`src/rtl/tick_chain_pkg.sv`:
```
package tick_chain_pkg;
  localparam int DATA_W   = 8;
  localparam int SEL_W    = 3;
  localparam int CLR_BIT  = 3;
  localparam int RUN_BIT  = 4;
  localparam int WEN_BIT  = 5;
  localparam int MODE_BIT = 6;

  typedef enum logic [1:0] {
    ADDR_CTL  = 2'd0,
    ADDR_WDT  = 2'd1,
    ADDR_ICNT = 2'd2,
    ADDR_WCNT = 2'd3
  } reg_addr_e;
endpackage

```
`src/rtl/tc_prescaler.sv`:
```
module tc_prescaler #(
  parameter int PRE_W    = 10,
  parameter int SEL_W    = 3,
  parameter int SEL_BASE = 2
) (
  input  logic             clk_i,
  input  logic             rst_ni,
  input  logic [SEL_W-1:0] sel_i,
  output logic [PRE_W-1:0] cnt_o,
  output logic             tick_o
);
  logic [PRE_W-1:0] cnt_q;
  logic [PRE_W-1:0] mask;

  always_ff @(posedge clk_i or negedge rst_ni) begin
    if (!rst_ni) cnt_q <= '0;
    else         cnt_q <= cnt_q + PRE_W'(1);
  end

  // low stages up to the selected tap all ones: last cycle of a tap period
  for (genvar i = 0; i < PRE_W; i++) begin : g_mask
    assign mask[i] = (i <= int'(sel_i) + SEL_BASE);
  end

  assign tick_o = &(cnt_q | ~mask);
  assign cnt_o  = cnt_q;
endmodule

```
`src/rtl/tc_interval.sv`:
```
module tc_interval #(
  parameter int CNT_W = 8
) (
  input  logic             clk_i,
  input  logic             rst_ni,
  input  logic             clr_i,
  input  logic             run_i,
  input  logic             tick_i,
  output logic [CNT_W-1:0] cnt_o,
  output logic             ovf_o
);
  logic [CNT_W-1:0] cnt_q;
  logic             step;

  assign step  = tick_i && run_i && !clr_i;
  assign ovf_o = step && (&cnt_q);

  always_ff @(posedge clk_i or negedge rst_ni) begin
    if (!rst_ni)   cnt_q <= '0;
    else if (clr_i) cnt_q <= '0;
    else if (step)  cnt_q <= cnt_q + CNT_W'(1);
  end

  assign cnt_o = cnt_q;
endmodule

```
`src/rtl/tc_watchdog.sv`:
```
module tc_watchdog #(
  parameter int CNT_W = 6
) (
  input  logic             clk_i,
  input  logic             rst_ni,
  input  logic             clr_i,
  input  logic             en_i,
  input  logic             step_i,
  input  logic             mode_i,
  input  logic [CNT_W-1:0] cmp_i,
  output logic [CNT_W-1:0] cnt_o,
  output logic             irq_o,
  output logic             rst_o
);
  logic [CNT_W-1:0] cnt_q;
  logic             adv, match;
  logic             irq_q, rst_q;

  assign adv   = step_i && en_i && !clr_i;
  assign match = adv && (cnt_q == cmp_i);

  always_ff @(posedge clk_i or negedge rst_ni) begin
    if (!rst_ni) begin
      cnt_q <= '0;
      irq_q <= 1'b0;
      rst_q <= 1'b0;
    end else begin
      irq_q <= match && !mode_i;
      rst_q <= match && mode_i;
      if (clr_i || match) cnt_q <= '0;
      else if (adv)       cnt_q <= cnt_q + CNT_W'(1);
    end
  end

  assign cnt_o = cnt_q;
  assign irq_o = irq_q;
  assign rst_o = rst_q;
endmodule

```
`src/rtl/tick_chain.sv`:
```
module tick_chain
  import tick_chain_pkg::*;
#(
  parameter int PRE_W    = 10,
  parameter int ICNT_W   = 8,
  parameter int WCNT_W   = 6,
  parameter int SEL_BASE = 2
) (
  input  logic              clk_i,
  input  logic              rst_ni,
  input  logic              wr_en_i,
  input  logic [1:0]        addr_i,
  input  logic [DATA_W-1:0] wr_data_i,
  output logic [DATA_W-1:0] rd_data_o,
  output logic [PRE_W-1:0]  tap_o,
  output logic              bit_irq_o,
  output logic              wdt_irq_o,
  output logic              wdt_rst_o,
  output logic              osc_ready_o
);
  logic [SEL_W-1:0]  sel_q;
  logic              run_q, wen_q, mode_q;
  logic [WCNT_W-1:0] cmp_q;
  logic              wr_ctl, wr_wdt, clr;
  logic              tick, ovf;
  logic [ICNT_W-1:0] icnt;
  logic [WCNT_W-1:0] wcnt;
  logic              bit_irq_q, ready_q;

  assign wr_ctl = wr_en_i && (addr_i == ADDR_CTL);
  assign wr_wdt = wr_en_i && (addr_i == ADDR_WDT);
  assign clr    = wr_ctl && wr_data_i[CLR_BIT];

  always_ff @(posedge clk_i or negedge rst_ni) begin
    if (!rst_ni) begin
      sel_q  <= '1;
      run_q  <= 1'b1;
      wen_q  <= 1'b0;
      cmp_q  <= '1;
      mode_q <= 1'b0;
    end else begin
      if (wr_ctl) begin
        sel_q <= wr_data_i[SEL_W-1:0];
        run_q <= wr_data_i[RUN_BIT];
        wen_q <= wr_data_i[WEN_BIT];
      end
      if (wr_wdt) begin
        cmp_q  <= wr_data_i[WCNT_W-1:0];
        mode_q <= wr_data_i[MODE_BIT];
      end
    end
  end

  tc_prescaler #(.PRE_W(PRE_W), .SEL_W(SEL_W), .SEL_BASE(SEL_BASE)) u_pre (
    .clk_i (clk_i),
    .rst_ni(rst_ni),
    .sel_i (sel_q),
    .cnt_o (tap_o),
    .tick_o(tick)
  );

  tc_interval #(.CNT_W(ICNT_W)) u_ivl (
    .clk_i (clk_i),
    .rst_ni(rst_ni),
    .clr_i (clr),
    .run_i (run_q),
    .tick_i(tick),
    .cnt_o (icnt),
    .ovf_o (ovf)
  );

  tc_watchdog #(.CNT_W(WCNT_W)) u_wdt (
    .clk_i (clk_i),
    .rst_ni(rst_ni),
    .clr_i (clr),
    .en_i  (wen_q),
    .step_i(ovf),
    .mode_i(mode_q),
    .cmp_i (cmp_q),
    .cnt_o (wcnt),
    .irq_o (wdt_irq_o),
    .rst_o (wdt_rst_o)
  );

  always_ff @(posedge clk_i or negedge rst_ni) begin
    if (!rst_ni) begin
      bit_irq_q <= 1'b0;
      ready_q   <= 1'b0;
    end else begin
      bit_irq_q <= ovf;
      ready_q   <= ready_q || ovf;
    end
  end

  assign bit_irq_o   = bit_irq_q;
  assign osc_ready_o = ready_q;

  always_comb begin
    rd_data_o = '0;
    unique case (addr_i)
      ADDR_CTL: begin
        rd_data_o[SEL_W-1:0] = sel_q;
        rd_data_o[RUN_BIT]   = run_q;
        rd_data_o[WEN_BIT]   = wen_q;
      end
      ADDR_WDT: begin
        rd_data_o[WCNT_W-1:0] = cmp_q;
        rd_data_o[MODE_BIT]   = mode_q;
      end
      ADDR_ICNT: rd_data_o[ICNT_W-1:0] = icnt;
      default:   rd_data_o[WCNT_W-1:0] = wcnt;
    endcase
  end
endmodule

```
`config.mk`:
```
export PLATFORM = sky130hd
export DESIGN_NAME = tick_chain
export DESIGN_NICKNAME = d
export VERILOG_FILES = /design/src/rtl/tick_chain_pkg.sv /design/src/rtl/tc_prescaler.sv /design/src/rtl/tc_interval.sv /design/src/rtl/tc_watchdog.sv /design/src/rtl/tick_chain.sv
export SDC_FILE = /design/constraint.sdc
export NUM_CORES = 1
export LEC_CHECK = 0
export BUFFER_PORTS_ARGS = -buffer_cell sky130_fd_sc_hd__buf_2
export CAP_MARGIN = 20
export CORE_ASPECT_RATIO = 0.5
export CORE_MARGIN = 2
export CORE_UTILIZATION = 39
export DETAILED_ROUTE_END_ITERATION = 7
export GPL_TIMING_DRIVEN = 0
export REMOVE_ABC_BUFFERS = 1
export SKIP_CTS_REPAIR_TIMING = 1
export SLEW_MARGIN = 15
export SYNTH_ARGS = -nofsm -noshare
export SYNTH_HDL_FRONTEND = slang
export SYNTH_SLANG_ARGS = --single-unit
```
`constraint.sdc`:
```
create_clock -name clk_i -period 3.6 [get_ports clk_i]
set_clock_uncertainty 0.05 [all_clocks]
set_input_delay 1.08 -clock clk_i [delete_from_list [all_inputs] [get_ports clk_i]]
set_output_delay 1.08 -clock clk_i [all_outputs]
set_load 0.01 [all_outputs]
```
==> impl_metrics.yaml, run 1 <==
floorplanning:
  die_h_um: 56.7
  die_w_um: 109
  coreArea_sq_um: 5420
  dieArea_sq_um: 6210
  start_util_pct: 40.0
  rows: 19
  top_level_ports: 35
detailed_routing:
  ant_nets: 0
  drc: 0
  drtPass1Iterations: 4
  routedWlPerCell_um: 14.8
  drt_iter0_markers: 121
  wirelength_mm: 4.61
  vias_per_cell: 5.36
  vias: 1668
timing:
  hold_viol_final: 0
  post-route-min-period_ns: 3.33
  clock.fmax_mhz: 300
  setup_viol: 0
  relSlewSlack_pct: 42.2
  setup_slack_ns: 0.267
  tns_ns: 0
  rsz0062_at_grt: "no"
  fin_crit_sh_pct: 92.6
  tightest_slew_ns: 0.867
  slew_violations: 0
critical_path:
  r2r-start: "sel_q[1]"
  cp_common_cell: "buf_2"
  cp-start-kind: "input pin"
  worstPathBufferInverterCount: 3
  crit_path_end_kind: "output port"
  startpoint: "addr_i[0]"
  path_max_fanout: 8
  critical_path_required_ns: 2.47
  critical_path_class: "in -> out"
  path_cells: "buf_2 > inv_1 > ha_1 > a222oi_1 > mux2i_1 > buf_2"
  cp_top_family: "compound AO/OA/AOI/OAI gates"
  max_stage_delay_ns: 0.38
  worstPathArrival_ns: 2.20
  cpMaxStageDelayCell: "a222oi_1"
  reg2reg_slack_ns: 0.68
cts:
  clockBufferDepth: 2
  clk_pin_slew_worst_paths_ns: 0.07
  insertion_delay_ns: 0.29
  cts_sinks: 40
  cts_htree_levels: 2
  cts_tree: "yes"
  numCtsBuffers: 5
  root_buffer: "clkbuf_8"
placement:
  dp_slack_ns: 0.261
  dpl.hpwl_mm: 3.51
  dp.cells: 303
  gp_congestion: 0.828
  portBuffers: 33
power:
  power_density_nw_per_um2: 410
  p_seq_share_pct: 53.3
  comb_power_share_pct: 16.8
  p_switching_w: 0.000286
  power.total_w: 0.00102
  vdd_drop_max_v: 0.000166
  swShare_pct: 27.9
  p_int_w: 0.000738
  p_leak_nw: 1.18
  clkPwrFrac_pct: 29.9
synth:
  yosysWarnings: 0
  synth_top_area_share_pct: 34.6
  yosysMostFrequentCell: "dfrtp_1"
  netlist_area_sq_um: 2170
  synth_area_leaders: "dfrtp_1 35%, dfstp_2 12%, ha_1 6.9%, mux2_2 6.2%, xor2_1 5.7%"
  synth_edf_count: 0
  synth_top_flop_cell: "dfrtp_1"
  ys_ff_latch: 40
  async_flop_share_pct: 100
  seq_area_frac_synth_pct: 46.7
  synth_cell_types: 37
  synth_common_cells: "30 x dfrtp_1, 14 x inv_1, 14 x xor2_1"
  syn_inst: 201
  synth_area_leader_cell: "dfrtp_1"
  syn_area_per_cell_sq_um: 10.8
grt:
  grt_overflow_total: 0
  grt_max_degree: 41
  first_global_vias: 1570
  grt_pass1_wl_mm: 7.65
  grt.total_usage_pct: 16.2
  grt_antenna_before_repair: 0
final_layout:
  final_cell_count_no_fill: 311
  area_growth_pct: 15.3
  drive_above_1_share_pct: 28.6
  diodes: 0
  fin_nets: 262
flow_run:
  drv_cap: 0
hold_path:
  hold_path_class: "reg -> reg"
  hp-start: "osc_ready_o"
status:
  status: "finished clean"
## kinds of logic (layout without fill, tap and decap cells)
family,Yosys count,after routing,synth area share [%]
buffers and inverters,18,55,3.12
multiplexers,18,18,9.00
AO/OA/AOI/OAI,25,25,9.12
flip-flops,40,40,46.7
AND/OR/NAND/NOR,66,66,16.2
XOR/XNOR,22,22,8.89
adder cells (fa/ha/maj),12,12,6.92
## metrics by stage
stage / utilization [%] / hold WS (ns) / instance area, sq um
detailed placement: 44.5 / 0.402 / 2410
floorplan: - / 0.402 / 2150
finish: 46.1 / 0.412 / 2500
global route: 46.1 / 0.434 / 2500
global placement: 44.5 / 0.398 / 2410
CTS: 46.1 / 0.418 / 2500
## power groups by stage
stage                     logic, W  registers (W)  clock network (W)
after floorplan           0.000126       0.000536                  0
after global placement    0.000167       0.000552                  0
after detailed placement  0.000174       0.000552                  0
after CTS                 0.000174       0.000545           0.000314
after global routing      0.000190       0.000549           0.000330
final                     0.000172       0.000546           0.000306
## placed cells by master (no fill, tap or decap), types with 2 or more instances in the layout
master    Yosys  layout
a21oi_1       6       6
ha_1         12      12
xor2_1       14      14
clkbuf_1      4       2
a22oi_1       3       3
nand4_1       6       6
nor2b_1       2       2
dfstp_2      10      10
mux2i_1       6       6
nand3_1      12      12
nor3_1        3       3
o31ai_1       2       2
mux2_2       12      12
clkbuf_8      0       6
xnor2_1       8       8
or2_2         2       2
nor2_1       13      13
o21ai_0       4       4
or4_1         2       2
and2_1        2       2
nor4_1        3       3
and3_1        3       3
buf_2         0      33
inv_1        14      14
nand2_1      11      11
a222oi_1      5       5
dfrtp_1      30      30
## sequential cells by signal, summed over array words and instances (netlist names)
| register | flops |
|---|---|
| u_wdt.irq_o | 1 |
| bit_irq_o | 1 |
| osc_ready_o | 1 |
| cmp_q | 6 |
| u_pre.cnt_o | 10 |
| wen_q | 1 |
| u_wdt.rst_o | 1 |
| u_ivl.cnt_o | 8 |
| sel_q | 3 |
| mode_q | 1 |
| u_wdt.cnt_o | 6 |
| run_q | 1 |
## path summary, 6_finish.rpt
check,endpoint,cells past startpoint
max,rd_data_o[0],6
min,osc_ready_o,1
max reg2reg,u_ivl.cnt_o[7],8
min reg2reg,osc_ready_o,1
max in group asynchronous,u_pre.cnt_o[2],1
min in group asynchronous,u_wdt.cnt_o[4],1
## worst reg2reg max path, cell delays in order, from the launching register on
cell,delay (ns)
dfstp_2,0.61
inv_1,0.10
ha_1,0.32
nand2b_1,0.08
a221oi_1,0.10
a2111oi_4,0.67
nand2_4,0.19
or4_1,0.55
a21oi_1,0.16
## final cells by class
cell class	instances	area, sq um
tap	73	91.3
clock buffer	8	90.1
timing repair buffer	33	165
multi-input combinational	143	1090
sequential	40	1010
fill	541	2920
inverter	14	52.6
## layer usage
metal	track usage [%]	vias up	wire length (um)
met2	25.1	35	2100
met3	3.72	12	206
li1	-	786	-
met1	21.3	835	2170
met4	7.96	0	138
met5	0	-	0
Note: power is estimated with default switching activity, not from simulation.
==> inputs of run 2 (changes only) <==
--- a/config.mk
+++ b/config.mk
@@ -12,7 +12,6 @@
 export CORE_UTILIZATION = 39
 export DETAILED_ROUTE_END_ITERATION = 7
 export GPL_TIMING_DRIVEN = 0
-export REMOVE_ABC_BUFFERS = 1
 export SKIP_CTS_REPAIR_TIMING = 1
 export SLEW_MARGIN = 15
 export SYNTH_ARGS = -nofsm -noshare
==> constraint.sdc (replaced) <==
create_clock -name clk_i -period 3.6 [get_ports clk_i]
set_clock_uncertainty 0.05 [all_clocks]
set_input_delay 0.9 -clock clk_i [delete_from_list [all_inputs] [get_ports clk_i]]
set_output_delay 0.9 -clock clk_i [all_outputs]
set_load 0.01 [all_outputs]
==> run 2 against run 1 <==
Wire length rose by 4.9%. Via count fell by 1.0%. Sequential cell count did not move. Worst setup slack improved by 0.21 ns. Register-to-register slack improved by 0.05 ns. Sequential power barely moved. Hold slack improved by 0.0015 ns. Clock power barely moved. Critical path depth rose by 1. First-iteration DRC count fell by 15%. Power rose by 0.59%. Final area rose by 0.60%. Highest routed layer unchanged.
==> impl_metrics.yaml, run 2 (synthesis gave the netlist of run 1 again) <==
final_layout:
  final_cell_mix: "33 x buf_2, 30 x dfrtp_1, 14 x inv_1, 14 x xor2_1, 13 x nor2_1"
  multi_input_area_sq_um: 1090
  final_cell_count_no_fill: 315
  largest_reg_flops: 10
  fin_nets: 266
  regArea_sq_um: 1010
  fin_util_pct: 46.4
  fillers: 526
  drive_above_1_share_pct: 28.1
  design_area_sq_um: 2510
  diodes: 0
  layout_commonest_cell: "buf_2"
  area_growth_pct: 16.0
power:
  comb_power_share_pct: 17.1
  vdd_drop_max_v: 0.000149
  p_leak_nw: 1.18
  p_int_w: 0.000738
  p_seq_share_pct: 52.9
  swShare_pct: 28.4
  p_switching_w: 0.000292
  power_density_nw_per_um2: 410
  clkPwrFrac_pct: 30.0
hold_path:
  hold_path_class: "reg -> reg"
  hp-start: "osc_ready_o"
  min_path_cells: 1
  min_to: "osc_ready_o"
placement:
  dpl.hpwl_mm: 3.53
  dpl-instance-area_sq_um: 2420
  portBuffers: 33
  dp.cells: 307
  gp_congestion: 0.893
critical_path:
  worst-r2r-cell-count: 8
  r2r-start: "sel_q[1]"
  cp_common_cell: "buf_2"
  max_stage_delay_ns: 0.39
  cp_top_family: "buffers and inverters"
  cpMaxStageDelayCell: "a222oi_1"
  cp-start-kind: "input pin"
  crit_path_end_kind: "output port"
  worstPathBufferInverterCount: 4
  critical_path_required_ns: 2.65
  critical_path_class: "in -> out"
  worstPathArrival_ns: 2.18
  reg2reg_slack_ns: 0.73
  path_cells: "buf_2 > inv_1 > ha_1 > clkbuf_1 > a222oi_1 > mux2i_1 > buf_2"
  r2r_end: "u_ivl.cnt_o[7]"
  path_max_fanout: 8
cts:
  numCtsBuffers: 5
  insertion_delay_ns: 0.29
  cts_tree: "yes"
  clockBufferDepth: 2
  clk_pin_slew_worst_paths_ns: 0.08
  root_buffer: "clkbuf_8"
  cts_sinks: 40
  cts_htree_levels: 2
grt:
  grt_max_degree: 41
  grt_antenna_before_repair: 0
  grt_overflow_total: 0
  grt_pass1_wl_mm: 8.16
  first_global_vias: 1657
  grt.total_usage_pct: 17.1
timing:
  slew_violations: 0
  fin_crit_sh_pct: 86.8
  setup_viol: 0
  clock.fmax_mhz: 320
  tns_ns: 0
  relSlewSlack_pct: 39.7
  rsz0062_at_grt: "no"
  post-route-min-period_ns: 3.13
  tightest_slew_ns: 0.904
  hold_viol_final: 0
floorplanning:
  die_h_um: 56.7
  rows: 19
  start_util_pct: 40.0
  die_w_um: 109
  coreArea_sq_um: 5420
  dieArea_sq_um: 6210
  top_level_ports: 35
detailed_routing:
  drtPass1Iterations: 4
  drc: 0
  wirelength_mm: 4.84
  drt_iter0_markers: 103
  routedWlPerCell_um: 15.4
  vias_per_cell: 5.24
  ant_nets: 0
  vias: 1651
synth:
  syn-num-nets: 226
flow_run:
  drv_cap: 0
status:
  status: "finished clean"
==> run 2: changes by cell type in the layout (fill, tap and decap cells not counted) <==
cell / before / now
clkbuf_1: 2 / 6
==> run 2: through the flow <==
| stage | setup slack (ns) | total power (W) | hold WS, ns |
|---|---|---|---|
| after floorplan | 0.933 | 0.000662 | 0.402 |
| after global placement | 0.557 | 0.000721 | 0.396 |
| after detailed placement | 0.501 | 0.000730 | 0.400 |
| after CTS | 0.487 | 0.00104 | 0.420 |
| after global routing | 0.393 | 0.00108 | 0.446 |
| final | 0.474 | 0.00103 | 0.414 |
==> run 2: cell type report <==
class                           count  area share, %
Inverter                           14           2.09
Sequential cell                    40           40.3
Tap cell                           73           3.63
Buffer                              4          0.597
Timing Repair Buffer               33           6.57
Multi-Input combinational cell    143           43.2
Clock buffer                        8           3.58
==> run 2: power groups by stage <==
stage | Combinational, W | Clock [W] | Sequential, W
floorplan | 0.000126 | 0 | 0.000536
global placement | 0.000170 | 0 | 0.000550
detailed placement | 0.000178 | 0 | 0.000552
CTS | 0.000178 | 0.000317 | 0.000545
global route | 0.000196 | 0.000337 | 0.000551
finish | 0.000176 | 0.000309 | 0.000545
==> run 2: per-layer routing <==
metal  share of wire (%)  GRT usage, %  vias to the layer above
li1                    -             -                      793
met1                  47          23.8                      815
met2                  48          26.8                       39
met3                 3.5          3.48                        4
met4                0.83          5.06                        0
met5                   0             0                        -
==> run 2: worst register-to-register path: cells and delay by family (launching register included) <==
family,cells,cell delay [ns]
adders and majority gates,1,0.32
AOI/OAI and AO/OA,3,0.91
and+or+nand+nor,3,0.81
buffers and inverters,1,0.10
DFF,1,0.61
==> run 2: how the worst max path moves through the flow <==
stage	from	to	cells after the start
after CTS	addr_i[0]	rd_data_o[0]	7
after global routing	addr_i[0]	rd_data_o[2]	7
final	addr_i[0]	rd_data_o[0]	7
after floorplan	addr_i[0]	rd_data_o[0]	5
after detailed placement	addr_i[0]	rd_data_o[0]	7
after global placement	addr_i[0]	rd_data_o[0]	7
